<file path="src/rtl/esd_pkg.sv">
package esd_pkg;

    typedef enum logic [1:0] {
        VERD_NONE   = 2'd0,
        VERD_ERASED = 2'd1,
        VERD_BAD    = 2'd2
    } verdict_e;

    typedef struct packed {
        verdict_e verdict;
        logic     force_ones;
    } verdict_t;

    localparam int unsigned REGION_DATA = 0;
    localparam int unsigned REGION_ECC  = 1;
    localparam int unsigned NUM_REGIONS = 2;

    function automatic int unsigned max_u(int unsigned a, int unsigned b);
        return (a > b) ? a : b;
    endfunction

endpackage

</file>
<file path="src/rtl/esd_zero_count.sv">
module esd_zero_count #(
    parameter int unsigned BYTE_W = 8,
    parameter int unsigned OUT_W  = 4
) (
    input  logic [BYTE_W-1:0] data_i,
    output logic [OUT_W-1:0]  zeros_o
);
    always_comb begin
        zeros_o = '0;
        for (int i = 0; i < BYTE_W; i++) begin
            zeros_o = zeros_o + OUT_W'(!data_i[i]);
        end
    end
endmodule

</file>
<file path="src/rtl/esd_sat_counter.sv">
module esd_sat_counter #(
    parameter int unsigned IN_W  = 4,
    parameter int unsigned CNT_W = 4,
    parameter int unsigned LIMIT = 8
) (
    input  logic             clk,
    input  logic             rst,
    input  logic             clear,
    input  logic             inc_en,
    input  logic [IN_W-1:0]  inc,
    output logic [CNT_W-1:0] count_o,
    output logic [CNT_W-1:0] next_o
);
    localparam int unsigned ACC_W = esd_pkg::max_u(CNT_W, IN_W) + 1;
    localparam logic [ACC_W-1:0] SAT_ACC = ACC_W'(LIMIT + 1);

    logic [CNT_W-1:0] cnt_q;
    logic [ACC_W-1:0] acc;

    always_comb begin
        acc = ACC_W'(cnt_q) + ACC_W'(inc);
        if (clear) begin
            next_o = '0;
        end else if (inc_en) begin
            next_o = (acc > SAT_ACC) ? CNT_W'(SAT_ACC) : CNT_W'(acc);
        end else begin
            next_o = cnt_q;
        end
    end

    always_ff @(posedge clk) begin
        if (rst) cnt_q <= '0;
        else     cnt_q <= next_o;
    end

    assign count_o = cnt_q;
endmodule

</file>
<file path="src/rtl/esd_verdict.sv">
module esd_verdict
    import esd_pkg::*;
#(
    parameter int unsigned CNT_W = 4,
    parameter int unsigned TOT_W = 5,
    parameter int unsigned LIMIT = 8
) (
    input  logic [CNT_W-1:0] data_cnt,
    input  logic [CNT_W-1:0] ecc_cnt,
    output verdict_t         verdict_o,
    output logic [TOT_W-1:0] total_o
);
    logic [TOT_W-1:0] sum;

    always_comb begin
        sum = TOT_W'(data_cnt) + TOT_W'(ecc_cnt);
        if (sum <= TOT_W'(LIMIT)) begin
            verdict_o.verdict    = VERD_ERASED;
            verdict_o.force_ones = (data_cnt != '0);
            total_o              = sum;
        end else begin
            verdict_o.verdict    = VERD_BAD;
            verdict_o.force_ones = 1'b0;
            total_o              = '0;
        end
    end
endmodule

</file>
<file path="src/rtl/erased_sector_detector.sv">
module erased_sector_detector
    import esd_pkg::*;
#(
    parameter int unsigned BYTE_W = 8,
    parameter int unsigned LIMIT  = 8,
    parameter int unsigned ERR_W  = 4,
    parameter int unsigned TOT_W  = $clog2(LIMIT + 2) + 1
) (
    input  logic              clk,
    input  logic              rst,
    input  logic              sec_start,
    input  logic [ERR_W-1:0]  dec_errs,
    input  logic              byte_vld,
    input  logic              byte_is_ecc,
    input  logic [BYTE_W-1:0] byte_in,
    input  logic              sec_end,
    output logic              done,
    output logic              erased,
    output logic              uncorrectable,
    output logic              force_ones,
    output logic [TOT_W-1:0]  zero_total
);
    localparam int unsigned POP_W = $clog2(BYTE_W + 1);
    localparam int unsigned CNT_W = $clog2(LIMIT + 2);

    logic             armed_q;
    logic [POP_W-1:0] byte_zeros;
    logic [CNT_W-1:0] cnt_q    [NUM_REGIONS];
    logic [CNT_W-1:0] cnt_next [NUM_REGIONS];
    logic             count_ok;
    logic             finish;
    verdict_t         verdict;
    logic [TOT_W-1:0] total;

    esd_zero_count #(.BYTE_W(BYTE_W), .OUT_W(POP_W)) u_zeros (
        .data_i  (byte_in),
        .zeros_o (byte_zeros)
    );

    assign count_ok = armed_q && byte_vld && !sec_start;

    for (genvar g = 0; g < NUM_REGIONS; g++) begin : g_region
        logic sel;
        assign sel = (g == REGION_ECC) ? byte_is_ecc : !byte_is_ecc;
        esd_sat_counter #(.IN_W(POP_W), .CNT_W(CNT_W), .LIMIT(LIMIT)) u_cnt (
            .clk     (clk),
            .rst     (rst),
            .clear   (sec_start),
            .inc_en  (count_ok && sel),
            .inc     (byte_zeros),
            .count_o (cnt_q[g]),
            .next_o  (cnt_next[g])
        );
    end

    esd_verdict #(.CNT_W(CNT_W), .TOT_W(TOT_W), .LIMIT(LIMIT)) u_verdict (
        .data_cnt  (cnt_next[REGION_DATA]),
        .ecc_cnt   (cnt_next[REGION_ECC]),
        .verdict_o (verdict),
        .total_o   (total)
    );

    assign finish = armed_q && sec_end && !sec_start;

    always_ff @(posedge clk) begin
        if (rst) begin
            armed_q       <= 1'b0;
            done          <= 1'b0;
            erased        <= 1'b0;
            uncorrectable <= 1'b0;
            force_ones    <= 1'b0;
            zero_total    <= '0;
        end else begin
            done          <= finish;
            erased        <= finish && (verdict.verdict == VERD_ERASED);
            uncorrectable <= finish && (verdict.verdict == VERD_BAD);
            force_ones    <= finish && verdict.force_ones;
            zero_total    <= finish ? total : '0;
            if (sec_start)   armed_q <= (dec_errs > ERR_W'(LIMIT));
            else if (finish) armed_q <= 1'b0;
        end
    end
endmodule

</file>
<file path="config.mk">
export PLATFORM = sky130hd
export DESIGN_NAME = erased_sector_detector
export DESIGN_NICKNAME = d
export VERILOG_FILES = /design/src/rtl/esd_pkg.sv /design/src/rtl/esd_zero_count.sv /design/src/rtl/esd_sat_counter.sv /design/src/rtl/esd_verdict.sv /design/src/rtl/erased_sector_detector.sv
export SDC_FILE = /design/constraint.sdc
export NUM_CORES = 1
export LEC_CHECK = 0
export ABC_CLOCK_PERIOD_IN_PS = 15600
export BUFFER_PORTS_ARGS = -buffer_cell sky130_fd_sc_hd__buf_2
export CORE_UTILIZATION = 44
export CTS_CLUSTER_DIAMETER = 100
export CTS_CLUSTER_SIZE = 24
export DETAILED_ROUTE_END_ITERATION = 8
export HOLD_SLACK_MARGIN = 0.02
export PLACE_DENSITY = 0.64
export SLEW_MARGIN = 5
export SYNTH_ARGS = -nofsm -noshare
export SYNTH_HDL_FRONTEND = slang
export SYNTH_HIERARCHICAL = 1
export SYNTH_SLANG_ARGS = --single-unit
</file>
<file path="constraint.sdc">
create_clock -name clk -period 15.6 [get_ports clk]
set_input_delay 0 -clock clk [delete_from_list [all_inputs] [get_ports clk]]
set_output_delay 0 -clock clk [all_outputs]
set_load 0.1 [all_outputs]
</file>
* Yosys cells after proc, flatten, opt, wreduce, memory -nomap -nowiden
Index checks and enable logic that the tools add are counted.
Cells by class: add/sub/neg operators 10, $mul 0, div/mod/pow operators 0, order comparisons 4, equality and inequality tests 2, shifts and indexed selects 0, muxes and demuxes 9, bitwise operators 2, reduce and logical (&&, ||, !) cells 22
Operators by type and width (count):
- $add 4x1->4 | 6
- $mux 4 | 6
- $add 4x4->5 | 3
- $gt 5x4->1 const B | 2
- $logic_not 1->1 | 10
- $logic_and 1x1->1 | 9
- $le 5x4->1 const B | 1
- $gt 4x4->1 const B | 1
- $reduce_bool 4->1 | 1
- $mux 3 | 1
- $reduce_or 3->1 | 1
- $add 1x1->2 | 1
- $eq 2x1->1 const B | 1
- $eq 2x2->1 const B | 1
- $mux 1 | 2
- $not 1->1 | 2
- $reduce_bool 2->1 | 1
Storage, ports and cells: register bits after elaboration 18, bits in latches 0, memory bits (writable) 0, bits in read-only memories 0, logic and storage cells 57, memories kept 0

* Longest topological paths before layout
word-level depth 18, gate-level depth with buffers 20, depth with buffers taken out 20

* Hierarchy
Netlist, hierarchy kept.
Modules (own cells, without submodules):
- esd_sat_counter | instances 2, cells an instance 49, area an instance 396.6 um^2, sequential area each 80.1 um^2
- erased_sector_detector | instances 1, cells an instance 25, area an instance 315.3 um^2, sequential area each 200.2 um^2
- esd_verdict | instances 1, cells an instance 38, area an instance 304.0 um^2, sequential area each 0.0 um^2
- esd_zero_count | instances 1, cells an instance 21, area an instance 178.9 um^2, sequential area each 0.0 um^2

* Worst setup path after synthesis
No wires, ideal clock.
path type input-to-reg, from input port byte_in[0], to register uncorrectable, data arrival time 4.752 ns, setup slack 10.732 ns, stages on the path 20, path through fa_1 inv_1 fa_1 fa_1 ha_1 inv_1 fa_1 inv_1 inv_1 fa_1 xor2_1 o2bb2ai_1 o211a_1 nor3_1 ha_1 fa_1 nor2_1 a221oi_2 a21o_1 and3b_1
RTL lines:
- from (decl) | RTL line erased_sector_detector.sv:15 | input logic [BYTE_W-1:0] byte_in,
- to (signal assigned) | RTL line erased_sector_detector.sv:76 | uncorrectable <= finish && (verdict.verdict == VERD_BAD);
- to (decl) | RTL line erased_sector_detector.sv:19 | output logic uncorrectable,

==> results.md <==
* Status: finished clean
* Post-CTS sizing at 0
* Nets at 244
* Final count of pins violating max slew at 0
* CTS tree: done
* Placed cell count at 243
* Async set-or-reset flop fraction in the synthesized netlist at 0
* Syn_nets at 222
* Area growth syn-to-layout at 11.4%
* Synth cell types at 45
* Initial core utilization at 0.470
* Remaining global-route overflow at 0
* Die Y at 62.1 microns
* Avg Cell Area, Syn at 8.74 sq um
* Post-synthesis sequential area ratio at 0.226
* Clk sinks at 18
* Cells after Synth at 182
* Antenna viol nets, final at 0
* Fin util at 0.523
* GRT Total Usage at 0.181
* CTS Hold Buffers Added at 2
* Data required, critical path at 15.85 ns
* Headroom to the max-slew limit at 0.519
* CTS root buf: clkbuf_4
* Total CTS buffers at 3
* Number of port buffers at 26
* I/O pin count at 27
* Drt wl/cell at 13.1 microns
* Layout cells sized above 1 at 0.187
* Register bit count reported by yosys at 18
* Via count at 1387
* Pwr Density at 70.4 nW/um^2
* Crit path kind: primary input to flop
* Most common library cell in the layout ignoring fill and taps: buf_2
* Tcrit/Tclk final at 0.326
* Antenna violations before repair at 0
* First-pass GRT wire length at 5780 microns
* First DRT Iteration DRCs at 118
* Full die area at 3860 sq um
* Worst vdd ir at 0.0000415 V
* Cell Count, Final, Fillers Out at 249
* Die span in x at 62.1 microns
* Row cnt at 21
* Clock Skews at 0.00821 ns
* Max-cap violation count at 0
* DRC at 0
* WP data arrival at 5.34 ns
* Largest net degree at the start of global routing at 26
* DPL Wire Length at 2660 microns
* H-tree depth at 1
* Hold Vio Cnt, Final at 0
* Yosys warning total at 6
* Core area at 3390 sq um
* Worst-skew pair later-pin latency at 0.30 ns
* Most frequent cells in the layout: buf_2 (26), inv_1 (19), dfxtp_1 (18)
* RSZ-0062 raised after global routing: false
* Clock transition at the registers of the reported paths at 0.11 ns
* Worst-Margin Slew at 0.712 ns
* Min Tclk post-route at 5.09 ns
* Antenna diodes at 0
* Crit-path max FO at 4
* Syn Std Cell Area at 1590 sq um
* Routed WL at 3260 microns
* Clock Tree Buf Depth at 2
* Post-synth EDFFs at 0
* Hold crit path type: primary input to flop
* Drt pass-1 iters at 4
* Vias in the first global route at 1373
* Vias/cell at 5.57
* TNS Setup at 0 ns
* FILL cells at 310
* Fmax at 196 MHz
* Final RePlAce weighted congestion at 0.937
* Final setup fails at 0
* Crit start category: primary input
* Crit. End Element: flop
* Number of post-CTS setup repair buffers at 0
* P_leak at 0.000854 uW
* Synth Flop Type: dfxtp_1
## synth_stat cells, types with 4 or more instances
| cell | instances | area share |
|---|---|---|
| a21oi_1 | 8 | 0.025 |
| nor4_1 | 6 | 0.024 |
| ha_1 | 15 | 0.12 |
| nand2_1 | 7 | 0.017 |
| a211oi_1 | 5 | 0.024 |
| o21ai_0 | 4 | 0.013 |
| nor2_1 | 8 | 0.019 |
| inv_1 | 19 | 0.045 |
| dfxtp_1 | 18 | 0.23 |
| xor2_1 | 4 | 0.022 |
| nor3_1 | 11 | 0.035 |
| clkbuf_1 | 4 | 0.0094 |
| fa_1 | 7 | 0.088 |
| and2_1 | 8 | 0.031 |
| a21o_1 | 9 | 0.042 |
## flip-flops by register name, summed over array words and instances (netlist names)
register / cells
force_ones: 1
zero_total: 5
armed_q: 1
g_region.u_cnt/count_o: 8
done: 1
uncorrectable: 1
erased: 1
## through the flow
| step | setup WS [ns] | cell area [sq um] | power [uW] | hold slack [ns] |
|---|---|---|---|---|
| after global placement | 10.28 | 1720 | 95.3 | 0.279 |
| final | 10.51 | 1770 | 125 | 0.0358 |
| after CTS | 10.50 | 1770 | 126 | 0.0286 |
| after global routing | 10.20 | 1770 | 136 | 0.0319 |
| after floorplan | 10.73 | 1590 | 85.4 | 0.0691 |
| after detailed placement | 10.18 | 1720 | 95.8 | 0.288 |
## per-layer routing
metal / vias to the layer above / GRT usage / wire length [microns]
met1: 641 / 0.224 / 1540
li1: 704 / - / -
met3: 4 / 0.0349 / 143
met4: 0 / 0.0494 / 21
met5: - / 0 / 0
met2: 38 / 0.319 / 1550
## power by group
| part | total (uW) | switching [uW] | internal, uW |
|---|---|---|---|
| combinational | 49.2 | 29.3 | 19.9 |
| sequential | 46.4 | 0.193 | 46.2 |
| clock | 29.3 | 15.0 | 14.2 |
## layout make-up
cell class,count,area [sq um],share of cell area
well taps,46,57.6,0.0325
clock buffers,4,36.3,0.0205
repair buffers,28,150,0.0847
inverters,19,71.3,0.0402
flip-flops and latches,18,360,0.203
multi-input cells,134,1100,0.619
## final timing paths
path / from / to / slack, ns / cells past startpoint
max: byte_in[0] / zero_total[3]$_SDFF_PP0_ / 10.51 / 21
min: rst / g_region[0].u_cnt/count_o[3]$_SDFF_PP0_ / 0.04 / 2
max reg2reg: armed_q$_SDFFE_PP0P_ / zero_total[2]$_SDFF_PP0_ / 12.06 / 10
min reg2reg: g_region[0].u_cnt/count_o[2]$_SDFF_PP0_ / g_region[0].u_cnt/count_o[2]$_SDFF_PP0_ / 0.52 / 2
## critical path, cell delays in order
cell,delay [ns]
buf_2,0.11
fa_1,0.52
inv_1,0.05
fa_1,0.46
fa_1,0.51
ha_1,0.16
inv_1,0.05
fa_1,0.42
inv_1,0.13
inv_1,0.08
fa_1,0.49
xor2_1,0.19
o2bb2ai_1,0.14
o211a_1,0.23
nor3_1,0.29
ha_1,0.29
fa_1,0.48
nor2_1,0.20
nand2_1,0.08
nor4_1,0.29
and2_1,0.16
## logic make-up after synthesis
kind of cell / synth area share
other cells: 0.00236
fa+ha+maj: 0.206
buf+inv: 0.0841
simple gates: 0.225
compound gates: 0.223
flops: 0.226
xor+xnor: 0.0330
Note: power is estimated with default switching activity, not from simulation.
